$ cat src/rtl/pcit_pkg.sv
`timescale 1ns/1ps
package pcit_pkg;

    localparam int CMD_W = 4;
    localparam int N_CMD = 5;

    // command codes as seen on C/BE# during the address phase
    localparam logic [CMD_W-1:0] CMD_MEM_RD      = 4'b0110;
    localparam logic [CMD_W-1:0] CMD_MEM_WR      = 4'b0111;
    localparam logic [CMD_W-1:0] CMD_MEM_RD_MULT = 4'b1100;
    localparam logic [CMD_W-1:0] CMD_MEM_RD_LINE = 4'b1110;
    localparam logic [CMD_W-1:0] CMD_MEM_WR_INV  = 4'b1111;

    localparam logic [CMD_W-1:0] CMD_TABLE [N_CMD] = '{
        CMD_MEM_RD, CMD_MEM_WR, CMD_MEM_RD_MULT, CMD_MEM_RD_LINE, CMD_MEM_WR_INV
    };

    typedef enum logic [1:0] {
        PH_IDLE    = 2'd0,
        PH_TURN    = 2'd1,
        PH_DATA    = 2'd2,
        PH_RELEASE = 2'd3
    } pcit_phase_e;

endpackage

$ cat src/rtl/pcit_decode.sv
`timescale 1ns/1ps
module pcit_decode
    import pcit_pkg::*;
#(
    parameter int          DW       = 32,
    parameter int          BW       = DW / 8,
    parameter logic [DW-1:0] BAR_BASE = 32'h4000_0000,
    parameter logic [DW-1:0] BAR_MASK = 32'hFFFF_F000
) (
    input  logic [DW-1:0] ad_i,
    input  logic [BW-1:0] cbe_n_i,
    output logic          hit_o,
    output logic          is_wr_o
);

    logic [N_CMD-1:0] cmd_match;
    logic [CMD_W-1:0] cmd;

    assign cmd = cbe_n_i[CMD_W-1:0];

    for (genvar g = 0; g < N_CMD; g++) begin : g_cmd
        assign cmd_match[g] = (cmd == CMD_TABLE[g]);
    end

    // bit 0 of the command separates writes from reads among supported codes
    assign is_wr_o = cmd[0];
    assign hit_o   = (|cmd_match) && ((ad_i & BAR_MASK) == BAR_BASE);

endmodule

$ cat src/rtl/pcit_phase_fsm.sv
`timescale 1ns/1ps
module pcit_phase_fsm
    import pcit_pkg::*;
#(
    parameter int DW = 32,
    parameter int BW = DW / 8
) (
    input  logic             clk,
    input  logic             rst_n,
    input  logic             frame_n_i,
    input  logic             irdy_n_i,
    input  logic [DW-1:0]    ad_i,
    input  logic [BW-1:0]    cbe_n_i,
    input  logic             hit_i,
    input  logic             is_wr_i,
    input  logic [DW-1:0]    rd_data_i,
    input  logic             rd_rdy_i,
    input  logic             wr_acc_i,
    output logic             devsel_n_o,
    output logic             trdy_n_o,
    output logic             ad_oe_o,
    output logic [DW-1:0]    ad_o,
    output logic             rd_req_o,
    output logic             wr_xfer_o,
    output logic [DW-1:0]    addr_o,
    output logic [CMD_W-1:0] cmd_o
);

    typedef struct packed {
        pcit_phase_e      ph;
        logic             frame_prev;
        logic             wr;
        logic             devsel_n;
        logic             trdy_n;
        logic             oe;
        logic [DW-1:0]    dout;
        logic [DW-1:0]    addr;
        logic [CMD_W-1:0] cmd;
    } fsm_st_t;

    fsm_st_t st_q, st_d;
    logic    xfer, last, rd_req, start;

    always_comb begin
        st_d            = st_q;
        st_d.frame_prev = frame_n_i;

        xfer   = (st_q.ph == PH_DATA) && !st_q.trdy_n && !irdy_n_i;
        last   = xfer && frame_n_i;
        start  = st_q.frame_prev && !frame_n_i && hit_i;
        rd_req = !st_q.wr &&
                 ((st_q.ph == PH_TURN) ||
                  ((st_q.ph == PH_DATA) && (st_q.trdy_n || (xfer && !frame_n_i))));

        case (st_q.ph)
            PH_IDLE: begin
                if (start) begin
                    st_d.addr     = ad_i;
                    st_d.cmd      = cbe_n_i[CMD_W-1:0];
                    st_d.wr       = is_wr_i;
                    st_d.devsel_n = 1'b0;
                    if (is_wr_i) begin
                        st_d.ph     = PH_DATA;
                        st_d.trdy_n = !wr_acc_i;
                    end else begin
                        st_d.ph     = PH_TURN;
                        st_d.trdy_n = 1'b1;
                    end
                end
            end
            PH_TURN: begin
                st_d.ph = PH_DATA;
                st_d.oe = 1'b1;
                if (rd_req && rd_rdy_i) begin
                    st_d.dout   = rd_data_i;
                    st_d.trdy_n = 1'b0;
                end
            end
            PH_DATA: begin
                if (last) begin
                    st_d.ph       = PH_RELEASE;
                    st_d.devsel_n = 1'b1;
                    st_d.trdy_n   = 1'b1;
                    st_d.oe       = 1'b0;
                end else if (st_q.wr) begin
                    if (st_q.trdy_n || xfer) begin
                        st_d.trdy_n = !wr_acc_i;
                    end
                end else if (rd_req) begin
                    if (rd_rdy_i) begin
                        st_d.dout   = rd_data_i;
                        st_d.trdy_n = 1'b0;
                    end else begin
                        st_d.trdy_n = 1'b1;
                    end
                end
            end
            PH_RELEASE: begin
                st_d.ph = PH_IDLE;
            end
            default: st_d.ph = PH_IDLE;
        endcase
    end

    always_ff @(posedge clk or negedge rst_n) begin
        if (!rst_n) begin
            st_q            <= '0;
            st_q.ph         <= PH_IDLE;
            st_q.frame_prev <= 1'b1;
            st_q.devsel_n   <= 1'b1;
            st_q.trdy_n     <= 1'b1;
        end else begin
            st_q <= st_d;
        end
    end

    assign devsel_n_o = st_q.devsel_n;
    assign trdy_n_o   = st_q.trdy_n;
    assign ad_oe_o    = st_q.oe;
    assign ad_o       = st_q.dout;
    assign rd_req_o   = rd_req;
    assign wr_xfer_o  = xfer && st_q.wr;
    assign addr_o     = st_q.addr;
    assign cmd_o      = st_q.cmd;

    // turnaround cycle on reads
    assert_read_turnaround_R2: assert property (@(posedge clk) disable iff (!rst_n)
        ($fell(devsel_n_o) && !st_q.wr) |-> (trdy_n_o && !ad_oe_o));

    // pads driven only while the transaction is claimed
    assert_oe_needs_devsel_R3: assert property (@(posedge clk) disable iff (!rst_n)
        ad_oe_o |-> !devsel_n_o);

    // a master wait holds the presented read word
    assert_wait_holds_word_R5: assert property (@(posedge clk) disable iff (!rst_n)
        (!devsel_n_o && !trdy_n_o && irdy_n_i && ad_oe_o) |=> (!trdy_n_o && $stable(ad_o)));

    // last phase releases the bus for one cycle
    assert_last_phase_release_R6: assert property (@(posedge clk) disable iff (!rst_n)
        (!devsel_n_o && !trdy_n_o && !irdy_n_i && frame_n_i) |=>
        (devsel_n_o && trdy_n_o && !ad_oe_o));

    assert_release_lasts_R6: assert property (@(posedge clk) disable iff (!rst_n)
        $rose(devsel_n_o) |=> devsel_n_o);

    // no local fetch outside a claimed transaction
    assert_req_inside_claim_R4: assert property (@(posedge clk) disable iff (!rst_n)
        rd_req_o |-> !devsel_n_o);

    // TRDY# is never low without DEVSEL#
    assert_trdy_needs_devsel_R8: assert property (@(posedge clk) disable iff (!rst_n)
        !trdy_n_o |-> !devsel_n_o);

endmodule

$ cat src/rtl/pcit_wr_capture.sv
`timescale 1ns/1ps
module pcit_wr_capture #(
    parameter int DW = 32,
    parameter int BW = DW / 8
) (
    input  logic          clk,
    input  logic          rst_n,
    input  logic          xfer_i,
    input  logic [DW-1:0] ad_i,
    input  logic [BW-1:0] cbe_n_i,
    output logic [DW-1:0] wr_data_o,
    output logic [BW-1:0] wr_be_o,
    output logic          wr_valid_o
);

    typedef struct packed {
        logic          valid;
        logic [DW-1:0] data;
        logic [BW-1:0] be;
    } cap_st_t;

    cap_st_t       cap_q, cap_d;
    logic [BW-1:0] lane_en;

    for (genvar b = 0; b < BW; b++) begin : g_lane
        assign lane_en[b] = !cbe_n_i[b];
    end

    always_comb begin
        cap_d       = cap_q;
        cap_d.valid = xfer_i;
        if (xfer_i) begin
            cap_d.data = ad_i;
            cap_d.be   = lane_en;
        end
    end

    always_ff @(posedge clk or negedge rst_n) begin
        if (!rst_n) begin
            cap_q <= '0;
        end else begin
            cap_q <= cap_d;
        end
    end

    assign wr_data_o  = cap_q.data;
    assign wr_be_o    = cap_q.be;
    assign wr_valid_o = cap_q.valid;

    // every write transfer is handed over on the next cycle
    assert_capture_follows_xfer_R7: assert property (@(posedge clk) disable iff (!rst_n)
        xfer_i |=> (wr_valid_o && (wr_data_o == $past(ad_i))));

    assert_no_spurious_valid_R7: assert property (@(posedge clk) disable iff (!rst_n)
        wr_valid_o |-> $past(xfer_i));

endmodule

$ cat src/rtl/pcit_burst_target.sv
`timescale 1ns/1ps
module pcit_burst_target
    import pcit_pkg::*;
#(
    parameter int            DW       = 32,
    parameter int            BW       = DW / 8,
    parameter logic [DW-1:0] BAR_BASE = 32'h4000_0000,
    parameter logic [DW-1:0] BAR_MASK = 32'hFFFF_F000
) (
    input  logic             clk,
    input  logic             rst_n,
    input  logic             frame_n_i,
    input  logic             irdy_n_i,
    input  logic [DW-1:0]    ad_i,
    input  logic [BW-1:0]    cbe_n_i,
    output logic             devsel_n_o,
    output logic             trdy_n_o,
    output logic [DW-1:0]    ad_o,
    output logic             ad_oe_o,
    output logic [DW-1:0]    lcl_addr_o,
    output logic [CMD_W-1:0] lcl_cmd_o,
    output logic             lcl_rd_req_o,
    input  logic [DW-1:0]    lcl_rd_data_i,
    input  logic             lcl_rd_rdy_i,
    output logic [DW-1:0]    lcl_wr_data_o,
    output logic [BW-1:0]    lcl_wr_be_o,
    output logic             lcl_wr_valid_o,
    input  logic             lcl_wr_acc_i
);

    logic hit, is_wr, wr_xfer;

    pcit_decode #(
        .DW(DW), .BW(BW), .BAR_BASE(BAR_BASE), .BAR_MASK(BAR_MASK)
    ) u_decode (
        .ad_i    (ad_i),
        .cbe_n_i (cbe_n_i),
        .hit_o   (hit),
        .is_wr_o (is_wr)
    );

    pcit_phase_fsm #(.DW(DW), .BW(BW)) u_fsm (
        .clk        (clk),
        .rst_n      (rst_n),
        .frame_n_i  (frame_n_i),
        .irdy_n_i   (irdy_n_i),
        .ad_i       (ad_i),
        .cbe_n_i    (cbe_n_i),
        .hit_i      (hit),
        .is_wr_i    (is_wr),
        .rd_data_i  (lcl_rd_data_i),
        .rd_rdy_i   (lcl_rd_rdy_i),
        .wr_acc_i   (lcl_wr_acc_i),
        .devsel_n_o (devsel_n_o),
        .trdy_n_o   (trdy_n_o),
        .ad_oe_o    (ad_oe_o),
        .ad_o       (ad_o),
        .rd_req_o   (lcl_rd_req_o),
        .wr_xfer_o  (wr_xfer),
        .addr_o     (lcl_addr_o),
        .cmd_o      (lcl_cmd_o)
    );

    pcit_wr_capture #(.DW(DW), .BW(BW)) u_wr_capture (
        .clk        (clk),
        .rst_n      (rst_n),
        .xfer_i     (wr_xfer),
        .ad_i       (ad_i),
        .cbe_n_i    (cbe_n_i),
        .wr_data_o  (lcl_wr_data_o),
        .wr_be_o    (lcl_wr_be_o),
        .wr_valid_o (lcl_wr_valid_o)
    );

    // write transactions never drive the pads
    assert_write_no_drive_R3: assert property (@(posedge clk) disable iff (!rst_n)
        lcl_wr_valid_o |-> !ad_oe_o);

endmodule

$ cat config.mk
export PLATFORM = sky130hd
export DESIGN_NAME = pcit_burst_target
export DESIGN_NICKNAME = d
export VERILOG_FILES = /design/src/rtl/pcit_pkg.sv /design/src/rtl/pcit_decode.sv /design/src/rtl/pcit_phase_fsm.sv /design/src/rtl/pcit_wr_capture.sv /design/src/rtl/pcit_burst_target.sv
export SDC_FILE = /design/constraint.sdc
export NUM_CORES = 1
export LEC_CHECK = 0
export ABC_AREA = 1
export BUFFER_PORTS_ARGS = -buffer_cell sky130_fd_sc_hd__buf_2
export CAP_MARGIN = 20
export CORE_AREA = 2 2 130 132
export DETAILED_ROUTE_END_ITERATION = 12
export DIE_AREA = 0 0 132 134
export GPL_TIMING_DRIVEN = 0
export PLACE_DENSITY = 0.66
export SETUP_SLACK_MARGIN = 0.05
export SLEW_MARGIN = 20
export SYNTH_ARGS = -nofsm -noshare
export SYNTH_HDL_FRONTEND = slang
export SYNTH_HIERARCHICAL = 1
export SYNTH_SLANG_ARGS = --single-unit
$ cat constraint.sdc
create_clock -name clk -period 2.95 [get_ports clk]
set_input_delay 0.4425 -clock clk [delete_from_list [all_inputs] [get_ports clk]]
set_output_delay 0.4425 -clock clk [all_outputs]
set_load 0.05 [all_outputs]
==> results.cfg, run 1 <==
[status]
status = finished with violations
violations = hold timing

[logic_synthesis]
synthTopCellsByArea = dfrtp_1, nand2_1, buf_4
postSynth.asyncResetShare = 1.00
syn_inst = 548
ys_seq_area_frac = 0.528
ys.flop_type = dfrtp_1
synth_top_area_cell = dfrtp_1
synth_edf_count = 0
avgSynthCellArea_um2 = 9.70
synth_common_cells = nand2_1, dfrtp_1, buf_4
yosys.area.top_type_share = 0.513
ys.warnings.count = 6
synth_cell_type_count = 27
synthesis.nets = 627
synth.most_common_cell = nand2_1
ys_ff_latch = 112
synth.cell_area_mm2 = 0.00531

[die]
pin_count = 183
fp.dieArea_mm2 = 0.0177
core_area_mm2 = 0.0163
die_h_um = 134
rows = 47
start_util = 0.326
die_w_um = 132

[global_routing]
antenna_found_initial = 0
grt_pass1_wl_um = 20100
grt-ovfl-total = 0
grt_pass1_vias = 3913
grtUsageTotal = 0.141
grt_max_degree = 73

[sta]
period_share = 0.712
tightest_slew_ns = 0.402
tns_ns = 0
finalCriticalPeriod_ns = 2.10
rsz0062_at_grt = no
whs_ns = -0.000960
timing.fmax_mhz = 476
drv_slew = 0
setup_ws_ns = 0.850
maxSlewHeadroom = 0.732
finClkSkew_ns = 0.0116
hold_viol_final = 2
setup_viol_count_final = 0

[clocking]
clk-insertion-delay-late_ns = 0.35
cts_setup_buffers = 0
cts_buffer_depth = 2
clkTransAtPathRegs_ns = 0.08
cts_buffers = 9
cts_max_level = 3
postCtsHoldBufs = 0
cts_root_buf = clkbuf_16
cts_resized = 0
cts_tree = yes
clock_sinks = 112

[route]
vias = 4022
drc_errors = 0
drtPass1Iterations = 4
viasPerCell = 4.16
drtAntennaViolNets = 0
first_iter_violations = 217
wl_per_cell_um = 12.8
wirelength_um = 12400

[setup_path]
endpoint = lcl_rd_req_o
reg2reg_depth = 9
required_ns = 2.51
end_kind = primary output
rr_startpoint = u_fsm/st_q[73]$_DFFE_PN0P_
crit_arrival_ns = 1.66
r2r_end = u_fsm/ad_o[31]$_DFFE_PN0P_
r2r_slack_ns = 1.21
cp-start-kind = register
path_max_fanout = 10
cp-startpoint = u_fsm/st_q[73]$_DFFE_PN0P_
criticalPathCategory = register to primary output

[placement]
dp_hpwl_um = 9100
numPortBuffers = 182
place_ws_ns = 0.805
gp_congestion = 0.824
dp_cells = 951
detailed_place.area_mm2 = 0.00653

[pwr]
seqPwrFrac = 0.324
intPower_mw = 3.36
power_leakage_nw = 4.12
combPwrFrac = 0.470
p_total_mw = 5.95
irDropWorstVdd_v = 0.000422
power_density_mw_per_mm2 = 870
p_switching_mw = 2.59
pwr-share-clk = 0.206
switching_share = 0.436

[layout]
diodes = 0
drive_gt1_frac = 0.465
stdcell_count = 967
nets = 821
multi_input_area_mm2 = 0.00167
design_area_mm2 = 0.00683
fillers = 1626
ff_latch_area_mm2 = 0.00281
areaGrowthSynthToFinish_pct = 28.6

[min_path]
min_path_type = input port to async pin

[run]
maxCapViolations = 0
-- state kept, by name, summed over array words and instances (netlist names) --
register,count
u_fsm/addr_o,32
u_wr_capture/wr_valid_o,1
u_fsm/ad_oe_o,1
u_fsm/devsel_n_o,1
u_wr_capture/wr_be_o,4
u_wr_capture/wr_data_o,32
u_fsm/st_q,4
u_fsm/ad_o,32
u_fsm/trdy_n_o,1
u_fsm/cmd_o,4
-- power groups by stage --
stage	clock network [mW]	logic, mW	registers [mW]
final	1.22	2.80	1.93
after global routing	1.33	3.03	1.96
after CTS	1.28	2.81	1.93
after detailed placement	0	2.81	1.96
after global placement	0	2.78	1.95
after floorplan	0	2.20	1.97
-- cells in the final DEF (no fill, tap or decap), types with 5 or more instances in the layout --
cell	count
buf_2	186
buf_4	75
buf_6	11
clkbuf_16	9
dfrtp_1	109
ha_1	5
inv_1	27
mux2_2	29
mux2_4	7
nand2_1	189
nand2_2	11
nand3_1	38
nor2_1	16
o21ai_0	10
-- routing by layer --
| metal | global-route usage | share of wire |
|---|---|---|
| met5 | 0 | 0 |
| met4 | 0.0411 | 0.012 |
| met3 | 0.0367 | 0.054 |
| met2 | 0.237 | 0.49 |
| met1 | 0.181 | 0.44 |
-- final cells by class --
class | count | share of cell area
inverters | 29 | 0.0170
multi-input cells | 316 | 0.244
flip-flops and latches | 112 | 0.411
clock inverters | 7 | 0.0110
clock buffers | 9 | 0.0330
repair buffers | 183 | 0.138
well taps | 220 | 0.0403
plain buffers | 91 | 0.105
-- stage by stage --
stage               hold slack [ns]   util
floorplan                     0.147      -
CTS                        0.000480  0.420
global placement              0.450  0.399
global route                0.00429  0.420
detailed placement            0.386  0.401
finish                    -0.000960  0.420
-- critical path, cell delays in order, from the launching register on --
cell     delay, ns
dfrtp_1       0.40
inv_1         0.12
ha_1          0.17
buf_6         0.14
a21oi_1       0.09
nor2_1        0.10
buf_2         0.28
-- kinds of logic (layout without fill, tap and decap cells) --
group           after synthesis  count (layout)  share of synthesized area
fa+ha+maj                     5               5                     0.0118
mux                          36              36                     0.0812
compound gates               14              14                     0.0139
simple gates                261             261                      0.207
flops                       112             112                      0.528
buf+inv                     120             319                      0.158
-- how the worst min path moves through the flow --
stage | cells after the start | slack, ns | end | start
after CTS | 1 | 0.0005 | u_fsm/ad_o[5]$_DFFE_PN0P_ | rst_n
after global placement | 2 | 0.45 | u_wr_capture/wr_data_o[31]$_DFFE_PN0P_ | u_wr_capture/wr_data_o[31]$_DFFE_PN0P_
after detailed placement | 1 | 0.39 | u_fsm/ad_o[5]$_DFFE_PN0P_ | rst_n
after floorplan | 0 | 0.15 | u_fsm/ad_o[0]$_DFFE_PN0P_ | rst_n
final | 1 | -0.001 | u_fsm/ad_o[5]$_DFFE_PN0P_ | rst_n
after global routing | 1 | 0.004 | u_fsm/ad_o[5]$_DFFE_PN0P_ | rst_n
No activity file was read; power rests on OpenSTA's default activity.
==> inputs of run 2 (changes only) <==
--- a/config.mk
+++ b/config.mk
@@ -5,7 +5,7 @@
 export SDC_FILE = /design/constraint.sdc
 export NUM_CORES = 1
 export LEC_CHECK = 0
-export ABC_AREA = 1
+export ABC_AREA = 0
 export BUFFER_PORTS_ARGS = -buffer_cell sky130_fd_sc_hd__buf_2
 export CAP_MARGIN = 20
 export CORE_AREA = 2 2 130 132
==> constraint.sdc (replaced) <==
create_clock -name clk -period 2 [get_ports clk]
set_input_delay 0.3 -clock clk [delete_from_list [all_inputs] [get_ports clk]]
set_output_delay 0.3 -clock clk [all_outputs]
set_load 0.05 [all_outputs]
==> run 2 against run 1 <==
Net effect:
- the run now ends clean
- final cell count decreased by 19%
- via count is 17% lower
- utilization is 0.78 points higher
- area after synthesis down 0.87%
- critical path depth is 2 higher
- count of clock-buffer cells in the layout up 5
- global-route usage down 0.50 points
- critical path type is now register to register
==> results.cfg, run 2 <==
[layout]
final_cell_mix = buf_2, dfrtp_1, buf_4
drive_gt1_frac = 0.712
diodes = 0
nets = 640
final_common_cell = buf_2
areaGrowthSynthToFinish_pct = 32.2
stdcell_count = 786

[pwr]
power_leakage_nw = 3.80
power_density_mw_per_mm2 = 1350
irDropWorstVdd_v = 0.000770
p_total_mw = 9.38

[logic_synthesis]
synthMuxAreaShare = 0.265
ys_ff_latch = 112
synth.cell_area_mm2 = 0.00527
synth-simple-area-share = 0.0352
ys.flop_type = dfrtp_1
synth_common_cells = dfrtp_1, buf_4, mux2_4
synth_compound_area_frac = 0.0214
avgSynthCellArea_um2 = 14.8
ys_seq_area_frac = 0.533
syn_inst = 356
ys.warnings.count = 6
synth_cell_type_count = 38
synthTopCellsByArea = dfrtp_1, mux2_4, mux2_2
postSynth.asyncResetShare = 1.00
yosys.area.top_type_share = 0.518
synth_xor_area_frac = 0
synth_top_area_cell = dfrtp_1
synth_top_family_by_area = multiplexers
yosys.area_share.adder = 0.0119
synth.most_common_cell = dfrtp_1
synth_edf_count = 0
synthesis.nets = 435

[placement]
numPortBuffers = 182
place_ws_ns = -0.375
dp_cells = 759
gp_congestion = 0.759
dp_hpwl_um = 8670

[sta]
finalCriticalPeriod_ns = 1.90
drv_slew = 0
hold_viol_final = 0
tightest_slew_ns = 0.539
setup_viol_count_final = 0
period_share = 0.952
maxSlewHeadroom = 0.641
finClkSkew_ns = 0.0102
setup_ws_ns = 0.0964
timing.fmax_mhz = 525
rsz0062_at_grt = yes

[die]
die_w_um = 132
rows = 47
core_area_mm2 = 0.0163
start_util = 0.323
pin_count = 183
die_h_um = 134
fp.dieArea_mm2 = 0.0177

[setup_path]
path_max_fanout = 10
cp-start-kind = register
cp-startpoint = u_fsm/st_q[73]$_DFFE_PN0P_
criticalPathCategory = register to register
r2r_end = u_fsm/ad_o[30]$_DFFE_PN0P_
endpoint = u_fsm/ad_o[30]$_DFFE_PN0P_
end_kind = register
rr_startpoint = u_fsm/st_q[73]$_DFFE_PN0P_
crit_arrival_ns = 2.13
reg2reg_depth = 8
required_ns = 2.23
r2r_slack_ns = 0.1

[global_routing]
grt_pass1_wl_um = 19000
grt_pass1_vias = 3621
grt_max_degree = 58
grtUsageTotal = 0.136
antenna_found_initial = 0
grt-ovfl-total = 0

[route]
first_iter_violations = 78
wirelength_um = 11900
vias = 3334
viasPerCell = 4.24
drtPass1Iterations = 4
drc_errors = 0
wl_per_cell_um = 15.2
drtAntennaViolNets = 0

[min_path]
min_path_type = input port to register

[run]
maxCapViolations = 0

[clocking]
cts_buffers = 9
cts_root_buf = clkbuf_16
clk-insertion-delay-late_ns = 0.35
cts_max_level = 3
clock_sinks = 112
cts_buffer_depth = 2
clkTransAtPathRegs_ns = 0.07
cts_tree = yes

[status]
status = completed
run 2: metal layers:
layer  track usage  routed length, µm  share of wire  vias to the layer above
li1              -                  -              -                     1562
met3        0.0420                702          0.059                       19
met4        0.0543                256          0.021                        0
met5             0                  0              0                        -
met2         0.231               5980           0.50                      106
met1         0.163               4990           0.42                     1647
run 2: how the worst min path moves through the flow:
stage,startpoint,endpoint,slack [ns],cells after the start
2_1_floorplan,rst_n,u_fsm/ad_o[0]$_DFFE_PN0P_,0.004,0
3_3_place_gp,frame_n_i,u_fsm/st_q[72]$_DFF_PN1_,0.46,1
3_5_place_dp,rst_n,u_fsm/ad_o[25]$_DFFE_PN0P_,0.30,1
4_1_cts,frame_n_i,u_fsm/st_q[72]$_DFF_PN1_,0.08,1
5_1_grt,frame_n_i,u_fsm/st_q[72]$_DFF_PN1_,0.1,1
6_report,frame_n_i,u_fsm/st_q[72]$_DFF_PN1_,0.11,1
run 2: repair_timing:
item	CTS	global route
gates resized for setup	5	5
endpoints found under the setup margin	86	50
hold buffers	1	0
buffers inserted	7	2
hold endpoints to repair	56	0
cloned	1	0
pin swaps	2	4
run 2: through the flow:
step	hold WS, ns	util	area (µm²)	TNS (ns)
global placement	0.458	0.396	6450	-86.49
detailed placement	0.297	0.398	6490	-15.36
finish	0.107	0.427	6960	0
global route	0.0950	0.427	6960	0
floorplan	0.00441	-	5270	0
CTS	0.0834	0.424	6910	0
run 2: kinds of logic after synthesis:
kind of cell | count (synthesis)
flops | 112
mux | 106
buf+inv | 89
simple gates | 27
compound gates | 17
fa+ha+maj | 5
run 2: where the power goes:
group	internal, mW	total, mW	switching [mW]
registers	2.68	2.91	0.238
clock network	0.949	1.77	0.819
logic	2.21	4.70	2.49
run 2: layout make-up:
class | count | area, µm²
buffer | 81 | 687
clock buffer | 14 | 274
clock inverter | 2 | 12.5
fill | 1539 | 9330
inverter | 8 | 30.0
multi-input combinational | 155 | 1780
sequential | 112 | 2810
tap | 220 | 275
timing repair buffer | 194 | 1090
run 2: critical path, cell delays in order, from the launching register on:
cell     delay (ns)
dfrtp_1        0.37
inv_2          0.06
ha_1           0.20
buf_6          0.14
or2_1          0.26
a21oi_4        0.15
buf_12         0.15
buf_12         0.14
mux2_4         0.30
==> inputs of run 3 (changes only) <==
==> constraint.sdc (replaced) <==
create_clock -name clk -period 1.9 [get_ports clk]
set_input_delay 0.285 -clock clk [delete_from_list [all_inputs] [get_ports clk]]
set_output_delay 0.285 -clock clk [all_outputs]
set_load 0.05 [all_outputs]
==> run 3 against run 2 <==
Net effect:
- register-to-register slack lost 0.07 ns
- clock skew shrank 0.0031 ns
- via count grew 1.7%
- largest power group unchanged
==> results.cfg, run 3 (synthesis gave the netlist of run 2 again) <==
[status]
status = completed

[setup_path]
cp-start-kind = register
criticalPathCategory = register to register
required_ns = 2.13
cp_top_family = buffers and inverters
path_depth = 6
cp_cell_sequence = inv_2 > ha_4 > nor4bb_4 > buf_6 > clkbuf_16 > mux2_4
reg2reg_depth = 6
path_max_fanout = 7
crit_arrival_ns = 2.11
cpPeakStageDelay_ns = 0.43
crit_buf_inv = 3
slowest_stage = dfrtp_1
end_kind = register

[clocking]
cts_buffer_depth = 2
clk-insertion-delay-late_ns = 0.34
cts_max_level = 3
cts_tree = yes
cts_buffers = 9
clock_sinks = 112
cts_root_buf = clkbuf_16
clkTransAtPathRegs_ns = 0.07

[sta]
period_share = 0.988
setup_ws_ns = 0.0225
finalCriticalPeriod_ns = 1.88
timing.fmax_mhz = 533
drv_slew = 0
maxSlewHeadroom = 0.681
hold_viol_final = 0
whs_ns = 0.101
setup_viol_count_final = 0
finClkSkew_ns = 0.00710
rsz0062_at_grt = yes
tightest_slew_ns = 0.479

[layout]
drive_gt1_frac = 0.741
multi_input_area_mm2 = 0.00189
fillers = 1481
design_area_mm2 = 0.00737
nets = 656
final_cell_mix = buf_2, dfrtp_1, buf_4
ff_latch_area_mm2 = 0.00281
areaGrowthSynthToFinish_pct = 39.8
final_common_cell = buf_2
utilization = 0.452
diodes = 0

[die]
pin_count = 183
start_util = 0.323
die_h_um = 134
rows = 47
core_area_mm2 = 0.0163
die_w_um = 132
fp.dieArea_mm2 = 0.0177

[route]
vias = 3391
viasPerCell = 4.23
wl_per_cell_um = 15.1
drc_errors = 0
drtPass1Iterations = 4
drtAntennaViolNets = 0
wirelength_um = 12100
first_iter_violations = 84

[pwr]
power_density_mw_per_mm2 = 1430
irDropWorstVdd_v = 0.000838
p_total_mw = 10.6
power_leakage_nw = 3.99

[placement]
dp_hpwl_um = 8430
gp_congestion = 0.792
detailed_place.area_mm2 = 0.00652
place_ws_ns = -0.648
numPortBuffers = 182

[global_routing]
antenna_found_initial = 0
grt_pass1_wl_um = 19100
grt_pass1_vias = 3646
grtUsageTotal = 0.136
grt-ovfl-total = 0
grt_max_degree = 66

[min_path]
min_path_type = input port to register
hold_path_depth = 1

[run]
maxCapViolations = 0
## run 3: changes by cell type in the layout (fill, tap and decap cells not counted), sizes merged
cell      before  now
buf          273  285
bufbuf         1    0
bufinv         0    1
clkbuf        14   16
clkinv         1    3
clkinvlp       1    0
inv            8    9
## run 3: layout make-up
| type | instances | area share |
|---|---|---|
| tap | 220 | 0.0374 |
| clock buffer | 11 | 0.0343 |
| timing repair buffer | 211 | 0.184 |
| clock inverter | 5 | 0.00730 |
| multi-input combinational | 155 | 0.256 |
| inverter | 8 | 0.00408 |
| buffer | 80 | 0.0958 |
| sequential | 112 | 0.381 |
## run 3: report_power, final
part / internal (mW) / switching (mW)
Sequential: 2.82 / 0.259
Combinational: 2.76 / 2.78
Clock: 1.09 / 0.859
## run 3: worst reg2reg max path: cells and delay by family, from the launching register on
| family | cells | cell delay (ns) |
|---|---|---|
| buffers and inverters | 3 | 0.58 |
| flip-flops | 1 | 0.43 |
| multiplexers | 1 | 0.30 |
| AND/OR/NAND/NOR | 1 | 0.26 |
| adder cells (fa/ha/maj) | 1 | 0.20 |
## run 3: final timing paths
| path | from | to | slack [ns] |
|---|---|---|---|
| setup / recovery | u_fsm/st_q[73]$_DFFE_PN0P_ | u_wr_capture/wr_data_o[12]$_DFFE_PN0P_ | 0.02 |
| max in group asynchronous | rst_n | u_fsm/cmd_o[3]$_DFFE_PN0P_ | 0.76 |
| hold / removal | frame_n_i | u_fsm/st_q[72]$_DFF_PN1_ | 0.10 |
| setup reg to reg | u_fsm/st_q[73]$_DFFE_PN0P_ | u_wr_capture/wr_data_o[12]$_DFFE_PN0P_ | 0.02 |
| hold reg to reg | u_fsm/ad_oe_o$_DFFE_PN0P_ | u_fsm/ad_oe_o$_DFFE_PN0P_ | 0.50 |
| min in group asynchronous | rst_n | u_fsm/ad_o[29]$_DFFE_PN0P_ | 0.45 |
## run 3: metal layers
layer  track usage  vias to the layer above  share of wire
li1              -                     1602              -
met3        0.0242                        9          0.036
met5             0                        -              0
met2         0.236                       96           0.50
met1         0.171                     1684           0.45
met4        0.0489                        0          0.014
## run 3: per-stage QoR
stage,instances,TNS (ns)
2_1_floorplan,356,0
3_3_place_gp,758,-108.60
3_5_place_dp,759,-27.67
4_1_cts,792,0
5_1_grt,802,-1.86
6_report,802,0
## run 3: what timing repair did
action,CTS,global route
pin swaps,6,7
gates cloned,2,5
resized for setup,25,23
endpoints found under the setup margin,107,109
hold buffers,1,0
buffers inserted,14,6
hold endpoints to repair,44,0
